File: config.mk
export PLATFORM = sky130hd
export DESIGN_NAME = scsi_dma_ctrl
export DESIGN_NICKNAME = d
export VERILOG_FILES = /design/src/rtl/scsi_dma_pkg.sv /design/src/rtl/scsi_dma_cmd_dec.sv /design/src/rtl/scsi_dma_status.sv /design/src/rtl/scsi_dma_ctrl.sv
export SDC_FILE = /design/constraint.sdc
export NUM_CORES = 1
export LEC_CHECK = 0
export ABC_AREA = 1
export BUFFER_PORTS_ARGS = -buffer_cell sky130_fd_sc_hd__buf_2
export CAP_MARGIN = 20
export CORE_MARGIN = 10
export CORE_UTILIZATION = 38
export CTS_BUF_LIST = sky130_fd_sc_hd__clkbuf_16
export DETAILED_ROUTE_END_ITERATION = 7
export GPL_TIMING_DRIVEN = 0
export HOLD_SLACK_MARGIN = 0.1
export SLEW_MARGIN = 25
export SYNTH_ARGS = -nofsm -noshare
export SYNTH_HDL_FRONTEND = slang
export SYNTH_SLANG_ARGS = --single-unit
File: constraint.sdc
create_clock -name clk -period 6.85 [get_ports clk]
set_input_delay 2.055 -clock clk [delete_from_list [all_inputs] [get_ports clk]]
set_output_delay 2.055 -clock clk [all_outputs]
set_load 0.02 [all_outputs]
File: src/rtl/scsi_dma_pkg.sv
package scsi_dma_pkg;
    localparam int DATA_W   = 32;
    localparam int NUM_REGS = 8;
    localparam int ADDR_W   = $clog2(NUM_REGS);
    localparam int STAT_W   = 6;
    localparam int CMD_W    = 8;

    typedef enum logic [1:0] {
        OP_IDLE  = 2'd0,
        OP_BLAST = 2'd1,
        OP_ABORT = 2'd2,
        OP_START = 2'd3
    } dma_op_e;

    localparam logic [ADDR_W-1:0] OFS_CMD  = 3'd0;
    localparam logic [ADDR_W-1:0] OFS_SCNT = 3'd1;
    localparam logic [ADDR_W-1:0] OFS_SADR = 3'd2;
    localparam logic [ADDR_W-1:0] OFS_WCNT = 3'd3;
    localparam logic [ADDR_W-1:0] OFS_WADR = 3'd4;
    localparam logic [ADDR_W-1:0] OFS_STAT = 3'd5;
    localparam logic [ADDR_W-1:0] OFS_SDSC = 3'd6;
    localparam logic [ADDR_W-1:0] OFS_WDSC = 3'd7;
endpackage

File: src/rtl/scsi_dma_cmd_dec.sv
module scsi_dma_cmd_dec
    import scsi_dma_pkg::*;
(
    input  logic              wr,
    input  logic [ADDR_W-1:0] addr,
    input  logic [1:0]        op_bits,
    output logic              cmd_wr,
    output logic              op_start,
    output logic              op_idle,
    output logic              op_abort
);
    dma_op_e op;

    always_comb begin
        op       = dma_op_e'(op_bits);
        cmd_wr   = wr && (addr == OFS_CMD);
        op_start = cmd_wr && (op == OP_START);
        op_idle  = cmd_wr && (op == OP_IDLE);
        op_abort = cmd_wr && (op == OP_ABORT);
    end

    always_comb begin
        assert ($countones({op_start, op_idle, op_abort}) <= 1)
            else $error("assert_one_op_R2 failed");
    end
endmodule

File: src/rtl/scsi_dma_status.sv
module scsi_dma_status
    import scsi_dma_pkg::*;
(
    input  logic              clk,
    input  logic              rst_n,
    input  logic              start_clr,
    input  logic              stat_wr,
    input  logic              stat_rd,
    input  logic [2:0]        wr_bits,
    input  logic              clr_on_read,
    input  logic [2:0]        set_evt,
    input  logic              scsi_irq,
    output logic [STAT_W-1:0] stat_view
);
    logic [STAT_W-1:0] stat_d, stat_q;

    always_comb begin
        stat_d = stat_q;
        if (start_clr) begin
            stat_d = '0;
        end
        if (stat_wr && !clr_on_read) begin
            stat_d[3:1] = stat_d[3:1] & ~wr_bits;
        end
        if (stat_rd && clr_on_read) begin
            stat_d[3:1] = 3'b000;
        end
        stat_d[3:1] = stat_d[3:1] | set_evt;
    end

    always_ff @(posedge clk or negedge rst_n) begin
        if (!rst_n) stat_q <= '0;
        else        stat_q <= stat_d;
    end

    always_comb begin
        stat_view    = stat_q;
        stat_view[4] = stat_q[4] | scsi_irq;
    end

    assert_rd_clear_R7: assert property (@(posedge clk) disable iff (!rst_n)
        (stat_rd && clr_on_read && set_evt == 3'b000) |=> stat_q[3:1] == 3'b000);

    assert_wr_ignored_R7: assert property (@(posedge clk) disable iff (!rst_n)
        (stat_wr && clr_on_read && !stat_rd && !start_clr && set_evt == 3'b000)
        |=> $stable(stat_q));

    assert_set_wins_R10: assert property (@(posedge clk) disable iff (!rst_n)
        set_evt[2] |=> stat_q[3]);
endmodule

File: src/rtl/scsi_dma_ctrl.sv
module scsi_dma_ctrl
    import scsi_dma_pkg::*;
#(
    parameter int DW = DATA_W
) (
    input  logic              clk,
    input  logic              rst_n,
    input  logic              reg_wr,
    input  logic              reg_rd,
    input  logic [ADDR_W-1:0] reg_addr,
    input  logic [DW-1:0]     reg_wdata,
    input  logic              clr_on_read,
    input  logic              scsi_irq,
    input  logic [2:0]        stat_set,
    output logic [DW-1:0]     reg_rdata,
    output logic              dma_en,
    output logic              xfer_cancel
);
    localparam logic [DW-1:0] WADR_RST = {DW{1'b1}};
    localparam logic [DW-1:0] WDSC_RST = {DW{1'b1}} - DW'(2);

    typedef struct packed {
        logic [CMD_W-1:0] cmd;
        logic [DW-1:0]    scnt;
        logic [DW-1:0]    sadr;
        logic [DW-1:0]    sdsc;
        logic [DW-1:0]    wcnt;
        logic [DW-1:0]    wadr;
        logic [DW-1:0]    wdsc;
        logic             en;
        logic             cancel;
    } ctl_regs_t;

    ctl_regs_t r_d, r_q;
    logic cmd_wr, op_start, op_idle, op_abort;
    logic [STAT_W-1:0] stat_view;

    scsi_dma_cmd_dec dec_i (
        .wr       (reg_wr),
        .addr     (reg_addr),
        .op_bits  (reg_wdata[1:0]),
        .cmd_wr   (cmd_wr),
        .op_start (op_start),
        .op_idle  (op_idle),
        .op_abort (op_abort)
    );

    scsi_dma_status stat_i (
        .clk         (clk),
        .rst_n       (rst_n),
        .start_clr   (op_start),
        .stat_wr     (reg_wr && reg_addr == OFS_STAT),
        .stat_rd     (reg_rd && reg_addr == OFS_STAT),
        .wr_bits     (reg_wdata[3:1]),
        .clr_on_read (clr_on_read),
        .set_evt     (stat_set),
        .scsi_irq    (scsi_irq),
        .stat_view   (stat_view)
    );

    always_comb begin
        r_d        = r_q;
        r_d.cancel = 1'b0;
        if (cmd_wr) r_d.cmd = reg_wdata[CMD_W-1:0];
        if (op_start) begin
            r_d.wcnt = r_q.scnt;
            r_d.wadr = r_q.sadr;
            r_d.wdsc = r_q.sdsc;
            r_d.en   = 1'b1;
        end
        if (op_idle)  r_d.en     = 1'b0;
        if (op_abort) r_d.cancel = 1'b1;
        if (reg_wr) begin
            case (reg_addr)
                OFS_SCNT: r_d.scnt = reg_wdata;
                OFS_SADR: r_d.sadr = reg_wdata;
                OFS_SDSC: r_d.sdsc = reg_wdata;
                default:  ;
            endcase
        end
    end

    always_ff @(posedge clk or negedge rst_n) begin
        if (!rst_n) begin
            r_q      <= '0;
            r_q.wadr <= WADR_RST;
            r_q.wdsc <= WDSC_RST;
        end else begin
            r_q <= r_d;
        end
    end

    always_comb begin
        case (reg_addr)
            OFS_CMD:  reg_rdata = {{(DW-CMD_W){1'b0}}, r_q.cmd};
            OFS_SCNT: reg_rdata = r_q.scnt;
            OFS_SADR: reg_rdata = r_q.sadr;
            OFS_WCNT: reg_rdata = r_q.wcnt;
            OFS_WADR: reg_rdata = r_q.wadr;
            OFS_STAT: reg_rdata = {{(DW-STAT_W){1'b0}}, stat_view};
            OFS_SDSC: reg_rdata = r_q.sdsc;
            default:  reg_rdata = r_q.wdsc;
        endcase
    end

    assign dma_en      = r_q.en;
    assign xfer_cancel = r_q.cancel;

    assert_start_load_R3: assert property (@(posedge clk) disable iff (!rst_n)
        op_start |=> (r_q.wcnt == $past(r_q.scnt)) && (r_q.wadr == $past(r_q.sadr))
                     && dma_en);

    assert_idle_off_R4: assert property (@(posedge clk) disable iff (!rst_n)
        op_idle |=> !dma_en);

    assert_cancel_pulse_R5: assert property (@(posedge clk) disable iff (!rst_n)
        xfer_cancel |=> !xfer_cancel);

    assert_work_drop_R9: assert property (@(posedge clk) disable iff (!rst_n)
        (reg_wr && (reg_addr == OFS_WCNT || reg_addr == OFS_WADR || reg_addr == OFS_WDSC))
        |=> $stable(r_q.wcnt) && $stable(r_q.wadr) && $stable(r_q.wdsc));
endmodule

==> metrics, run 1 <==
outcome=finished, final reports clean; final wirelength=about 32,000 µm; Layout Cells excl Fill=1,667; largest net degree at the start of global routing=83; total CTS buffers=24; Worst path most repeated cell=buf_2; RSZ-0062 raised after global routing=false; Final Cycle Share=0.874; Overflow after GRT=0; # Post-CTS Setup Buffers=0; Inst Count DP=~1,600; register bit total from synthesis=just over 200; Slowest cell on crit path=nor3_2; Max Fanout on Critical Path=10; initial antenna violation count=0; Design Area, Final=about 0.011 mm²; Reg clk slew, reported paths=approximately 60 ps; Via density=5.23; Placement Setup Slack=910 ps; ANT cells=0; Fmax=167 MHz; syn nets=1,261; Ys Warns=0; PortBufs=75; post-route ant nets=0; first-pass GRT wire length=between 40,000 and 50,000 µm; Die Height=roughly 180 µm; Hold Vio Cnt, Final=0; crit-path cells=buf_2 -> inv_1 -> buf_4 -> nor3_2 -> buf_2 -> nand2_1 -> nand3b_1 -> buf_2; CP endpoint kind=output pin; overall power=3.37 mW; I/O pin count=78; CP Launch Type=input pin; Yosys top cell by area=dfrtp_1; Max clock buf depth=3; Die W=180 µm; Core ar.=~0.025 mm²; via count=between 8,000 and 9,000; Starting Density=0.385; Worst Hold Slack=about 460 ps; Req. time, crit path=about 4800 ps; power density cells=between 200 and 300 mW/mm²; H-Tree Depth=1; RePlAce Congestion=around 0.87; DR WL/cell=between 15 and 20 µm; dpl cell area=~0.011 mm²; Setup TNS Final=0 ps; worst setup margin=~870 ps; final slew viol count=0; worst skew pair latency=approximately 520 ps; NumNets Final=roughly 1,400; drt initial violations=747; Slew headroom=0.432; Post-route DRC=0; slowest stage delay, CP=between 400 and 500 ps; Worst Tran Pin Value=852 ps; share of cells above drive strength 1=0.171; gr usage total=0.190; Tmin final=about 6000 ps; CTS Sinks=205; Synth Instances=1,217; post-synthesis sequential area ratio=0.537; Final Util=0.449; dominant cells by area after synthesis=dfrtp_1, dfstp_2, nand2_1, nand3_1, o21ai_1; post_cts resized=0; FP Rows=between 50 and 60; endpoints failing setup=0; post-synth top area share=0.366; Worst Hold Class=reg -> reg; Buffers & Inverters on Critical Path=5; clock skew=6.46 ps; root buffer selected by CTS=clkbuf_16; DR pass1 iterations=8; layout overhead on the synthesized area=16.6%; Synth cell types=23; synthesized area=0.00970 mm²; Top Family by Delay on Critical Path=buffers and inverters; VDD IR-drop max=~0.18 mV; DIE AREA=around 0.032 mm²; vias in the first global route=roughly 8,700; hold_buf cts=0; crit path kind=in -> out; CP arrival=between 3000 and 4000 ps; CTS tree=done; hpwl dp=~21,000 µm; max cap viols=0; Leakage=between 5 and 6 nW; Synth Area per Inst=about 8 µm²
[state kept, by name, indices dropped and copies added, names as in the netlist]
| name | count |
|---|---|
| dma_en | 1 |
| r_q | 200 |
| stat_i.stat_q | 3 |
| xfer_cancel | 1 |
[layout by cell type, fill, tap and decap left out]
master / Yosys / routed
buf_1: 8 / 8
buf_16: 0 / 2
nor3_2: 1 / 1
clkinv_2: 0 / 8
o21ai_1: 123 / 123
buf_2: 38 / 112
nand3b_1: 24 / 24
nand2_1: 381 / 381
clkbuf_16: 0 / 25
nor2_2: 1 / 1
nor2_4: 2 / 2
a21oi_1: 1 / 1
inv_2: 4 / 4
nand4_1: 40 / 40
nor2_1: 82 / 82
inv_1: 76 / 80
nor3b_1: 1 / 1
buf_4: 1 / 1
clkinv_4: 0 / 1
nand4_2: 1 / 1
dfstp_2: 63 / 63
bufinv_16: 0 / 2
buf_8: 0 / 1
dfrtp_1: 142 / 142
clkbuf_1: 38 / 38
nand3_2: 4 / 4
o21ai_0: 8 / 8
clkinv_1: 0 / 3
nand2_2: 1 / 1
nand3_1: 177 / 177
[worst min-delay path, delay by kind of cell (launching register included)]
family           cells  cell delay [ps]
flip-flops           1              370
AND/OR/NAND/NOR      2              100
[routing by layer]
layer / track usage / part of all wire
met5: 0 / 0
met3: 0.0333 / 0.072
met1: 0.255 / 0.43
met4: 0.0562 / 0.026
met2: 0.304 / 0.47
[synthesized netlist by cell type]
| cell | number |
|---|---|
| a21oi_1 | 1 |
| buf_1 | 8 |
| buf_2 | 38 |
| buf_4 | 1 |
| clkbuf_1 | 38 |
| dfrtp_1 | 142 |
| dfstp_2 | 63 |
| inv_1 | 76 |
| inv_2 | 4 |
| nand2_1 | 381 |
| nand2_2 | 1 |
| nand3_1 | 177 |
| nand3_2 | 4 |
| nand3b_1 | 24 |
| nand4_1 | 40 |
| nand4_2 | 1 |
| nor2_1 | 82 |
| nor2_2 | 1 |
| nor2_4 | 2 |
| nor3_2 | 1 |
| nor3b_1 | 1 |
| o21ai_0 | 8 |
| o21ai_1 | 123 |
[path summary, 6_finish.rpt]
kind,start,end,slack (ps),cells past startpoint
min reg2reg,r_q[40],r_q[40],460,2
max reg2reg,r_q[22],r_q[22],6070,2
max in group asynchronous,rst_n,r_q[14],4270,3
max,reg_addr[2],reg_rdata[22],870,8
min,r_q[40],r_q[40],460,2
min in group asynchronous,rst_n,r_q[122],1430,1
[logic make-up (layout without fill, tap and decap cells)]
kind of cell / count (synthesis) / count (layout) / share of synthesized area
and+or+nand+nor: 715 / 715 / 0.326
DFF: 205 / 205 / 0.537
buffers and inverters: 165 / 285 / 0.0691
AOI/OAI and AO/OA: 132 / 132 / 0.0681
[area by class of cell]
class,instances,area [µm²]
timing repair buffer,77,440
buffer,85,370
sequential,205,5210
fill,2573,13900
multi-input combinational,847,3820
inverter,80,300
tap,330,413
clock buffer,25,626
clock inverter,18,135
[where the power goes]
group | total (mW) | switching [mW] | internal (mW)
clock network | 1.25 | 0.516 | 0.733
logic | 0.511 | 0.329 | 0.182
registers | 1.61 | 0.137 | 1.48
(Power assumes the default switching activity.)
==> run 2, diff against run 1 <==
Settings changed: PLACE_DENSITY_LB_ADDON set to 0.3.
==> metrics, run 2 (synthesis results as in run 1) <==
outcome=finished, final reports clean; most frequent cells in the layout=nand2_1, nand3_1, dfrtp_1; Top reg by flops=r_q; Largest register FFs=200; post_cts resized=0; Placement Setup Slack=~930 ps; Max clock buf depth=3; hpwl dp=between 20,000 and 25,000 µm; GR peak layer=met2; CTS tree=done; H-Tree Depth=1; Die W=180 µm; post-route ant nets=0; CP Launch Type=input pin; via count=~8,700; Top Family by Delay on Critical Path=buffers and inverters; share of cells above drive strength 1=0.167; Via density=5.22; # Post-CTS Setup Buffers=0; Hold Vio Cnt, Final=0; Buffers & Inverters on Critical Path=5; Final Cycle Share=0.879; max cap viols=0; crit-path cells=buf_2 -> inv_1 -> buf_4 -> nor3_2 -> buf_2 -> nand2_1 -> nand3b_1 -> buf_2; Worst Tran Pin Value=approximately 770 ps; power density cells=between 200 and 300 mW/mm²; endpoints failing setup=0; Inst Count DP=about 1,600; Die Height=~180 µm; drt initial violations=approximately 800; Core ar.=0.0252 mm²; FP Rows=slightly below 60; Worst path most repeated cell=buf_2; Slowest cell on crit path=nor3_2; Req. time, crit path=4800 ps; Starting Density=0.385; total CTS buffers=24; Overflow after GRT=0; gr usage total=0.188; Setup TNS Final=0 ps; Reg2Reg Depth=2; register area=~0.0052 mm²; Layout Cells excl Fill=1,668; worst skew pair latency=~520 ps; initial antenna violation count=0; worst hold path stage count=2; largest net degree at the start of global routing=between 80 and 90; clock skew=8.44 ps; first-pass GRT wire length=49,400 µm; Slew headroom=0.489; Leakage=around 5.7 nW; CP endpoint kind=output pin; DR WL/cell=around 19 µm; NumNets Final=around 1,400; VDD IR-drop max=~0.15 mV; final wirelength=between 30,000 and 40,000 µm; Worst Hold Class=reg -> reg; Post-route DRC=0; overall power=roughly 3.3 mW; final slew viol count=0; Reg clk slew, reported paths=approximately 60 ps; Multi-input gate area=between 0.003 and 0.004 mm²; vias in the first global route=slightly below 9,000; CP arrival=3960 ps; RePlAce Congestion=slightly below 0.9; Max Fanout on Critical Path=10; worst setup margin=832 ps; Worst Hold Slack=465 ps; commonest non-fill, non-tap cell in the layout=nand2_1; RSZ-0062 raised after global routing=false; crit path kind=in -> out; instance count on the critical path=8; GR Util met3=0.0406; Tmin final=between 6000 and 7000 ps; I/O pin count=78; layout overhead on the synthesized area=16.1%; M2 GR Usage=0.309; FILL cells=about 2,500; slowest stage delay, CP=470 ps; grt met1 use=0.244; top flop regs=r_q (200), stat_i.stat_q (3); hold_buf cts=0; PortBufs=75; CTS Sinks=a little over 200; DIE AREA=between 0.03 and 0.04 mm²; Fmax=~170 MHz; DR pass1 iterations=5; ANT cells=0; root buffer selected by CTS=clkbuf_16
## run 2: cell types whose count changed in the layout (fill, tap and decap cells not counted)
cell	change
inv_1	+6
clkinvlp_4	+1
bufinv_16	-2
clkinv_1	+1
clkinv_2	-5
## run 2: worst register-to-register path: stages, from the launching register on
cell and delay [ps]:
dfstp_2 530, nand2_1 50, o21ai_1 120
## run 2: final timing paths
path | startpoint | end | slack [ps]
worst max-delay path | reg_addr[2] | reg_rdata[22] | 830
worst min-delay path | r_q[41] | r_q[41] | 470
worst max register to register | r_q[15] | r_q[15] | 6080
worst min register to register | r_q[41] | r_q[41] | 470
max in group asynchronous | rst_n | r_q[20] | 4220
min in group asynchronous | rst_n | r_q[122] | 1470
## run 2: final cells by class
cell class	instances	share of cell area
multi-input cells	847	0.339
plain buffers	85	0.0329
clock buffers	25	0.0555
well taps	330	0.0367
inverters	80	0.0267
clock inverters	19	0.00744
flip-flops and latches	205	0.463
repair buffers	77	0.0391
## run 2: per-layer routing
layer / routed length, µm / part of all wire
met3: 2200 / 0.070
met4: 889 / 0.028
met2: 14500 / 0.46
met1: 13800 / 0.44
met5: 0 / 0
## run 2: power breakdown
group	switching (mW)	internal (mW)
logic	0.328	0.182
registers	0.139	1.48
clock network	0.505	0.655
## run 2: per-stage QoR
step                area, µm²  utilization
floorplan                9700            -
global placement        10500        0.416
detailed placement      10600        0.419
CTS                     11300        0.447
global route            11300        0.447
finish                  11300        0.447
==> run 3, diff against run 2 <==
Settings changed: CELL_PAD_IN_SITES_DETAIL_PLACEMENT set to 1, CELL_PAD_IN_SITES_GLOBAL_PLACEMENT set to 1, CORE_UTILIZATION 38 to 45.
==> metrics, run 3 (synthesis results as in run 1) <==
gr usage total=0.246; Leakage=5.68 nW; Layout Cells excl Fill=around 1,600; Worst Tran Pin Value=between 700 and 800 ps; Overflow after GRT=0; via count=around 9,200; crit path kind=in -> out; CTS tree=done; Placement Setup Slack=999 ps; Req. time, crit path=approximately 4800 ps; DR pass1 iterations=5; hpwl dp=23,800 µm; Die W=167 µm; Final Util=0.528; H-Tree Depth=1; largest net degree at the start of global routing=87; CP endpoint kind=output pin; PortBufs=75; DIE AREA=between 0.02 and 0.03 mm²; max cap viols=0; drt initial violations=860; outcome=finished, final reports clean; Core ar.=approximately 0.021 mm²; post-route ant nets=0; flop2flop setup slack=a little over 6000 ps; commonest non-fill, non-tap cell in the layout=nand2_1; layout overhead on the synthesized area=14.9%; hold_buf cts=0; power density cells=a little under 300 mW/mm²; Setup TNS Final=0 ps; Die Height=about 170 µm; clock skew=just over 8 ps; RSZ-0062 raised after global routing=false; dpl cell area=between 0.01 and 0.015 mm²; NumNets Final=approximately 1,400; Hold Vio Cnt, Final=0; I/O pin count=78; Top reg by flops=r_q; M2 GR Usage=0.416; Max clock buf depth=3; first-pass GRT wire length=between 50,000 and 60,000 µm; Final Cycle Share=0.863; top flop regs=r_q (200), stat_i.stat_q (3); Largest register FFs=200; worst skew pair latency=approximately 520 ps; worst setup margin=938 ps; Fmax=about 170 MHz; # Post-CTS Setup Buffers=0; post_cts resized=0; most frequent cells in the layout=nand2_1, nand3_1, dfrtp_1; Multi-input gate area=0.00382 mm²; root buffer selected by CTS=clkbuf_16; final wirelength=about 35,000 µm; share of cells above drive strength 1=0.164; total CTS buffers=23; RePlAce Congestion=roughly 0.89; initial antenna violation count=1; Worst Hold Class=reg -> reg; CTS Sinks=roughly 210; final slew viol count=0; FILL cells=between 2,000 and 3,000; Post-route DRC=0; GR peak layer=met2; DR WL/cell=21.6 µm; GR Util met3=0.0454; CP arrival=just under 4000 ps; endpoints failing setup=0; Inst Count DP=about 1,600; CP Launch Type=input pin; overall power=between 3 and 4 mW; Reg clk slew, reported paths=~50 ps; Max Fanout on Critical Path=10; VDD IR-drop max=0.185 mV; Via density=5.73; Worst Hold Slack=467 ps; Slew headroom=0.468; FP Rows=53; vias in the first global route=between 9,000 and 10,000; Design Area, Final=between 0.01 and 0.015 mm²; Starting Density=0.460; grt met1 use=0.315; Tmin final=a little under 6000 ps; register area=0.00521 mm²
[run 3: path summary, 6_finish.rpt]
path,endpoint,start,cells past startpoint
min in group asynchronous,xfer_cancel,rst_n,1
min,r_q[39],r_q[39],2
min reg2reg,r_q[39],r_q[39],2
max,reg_rdata[1],reg_addr[2],8
max in group asynchronous,r_q[47],rst_n,2
max reg2reg,r_q[31],r_q[31],2
[run 3: cell type report]
| cell class | instances | area share |
|---|---|---|
| repair buffers | 77 | 0.0395 |
| well taps | 275 | 0.0309 |
| plain buffers | 85 | 0.0332 |
| clock inverters | 19 | 0.00708 |
| clock buffers | 23 | 0.0517 |
| inverters | 80 | 0.0270 |
| diodes | 1 | 0.000225 |
| multi-input cells | 847 | 0.343 |
| flip-flops and latches | 205 | 0.468 |
[run 3: metal layers]
layer  share of wire  vias up
li1                -     4178
met1            0.42     4651
met2            0.49      332
met3           0.069       69
met4           0.027        0
met5               0        -
[run 3: power breakdown]
| part | internal, mW | switching, mW |
|---|---|---|
| Clock | 0.605 | 0.502 |
| Sequential | 1.48 | 0.149 |
| Combinational | 0.182 | 0.344 |
[run 3: critical path: stages]
cell	delay, ps
buf_2	210
inv_1	100
buf_4	190
nor3_2	420
buf_2	450
nand2_1	140
nand3_1	120
buf_2	170
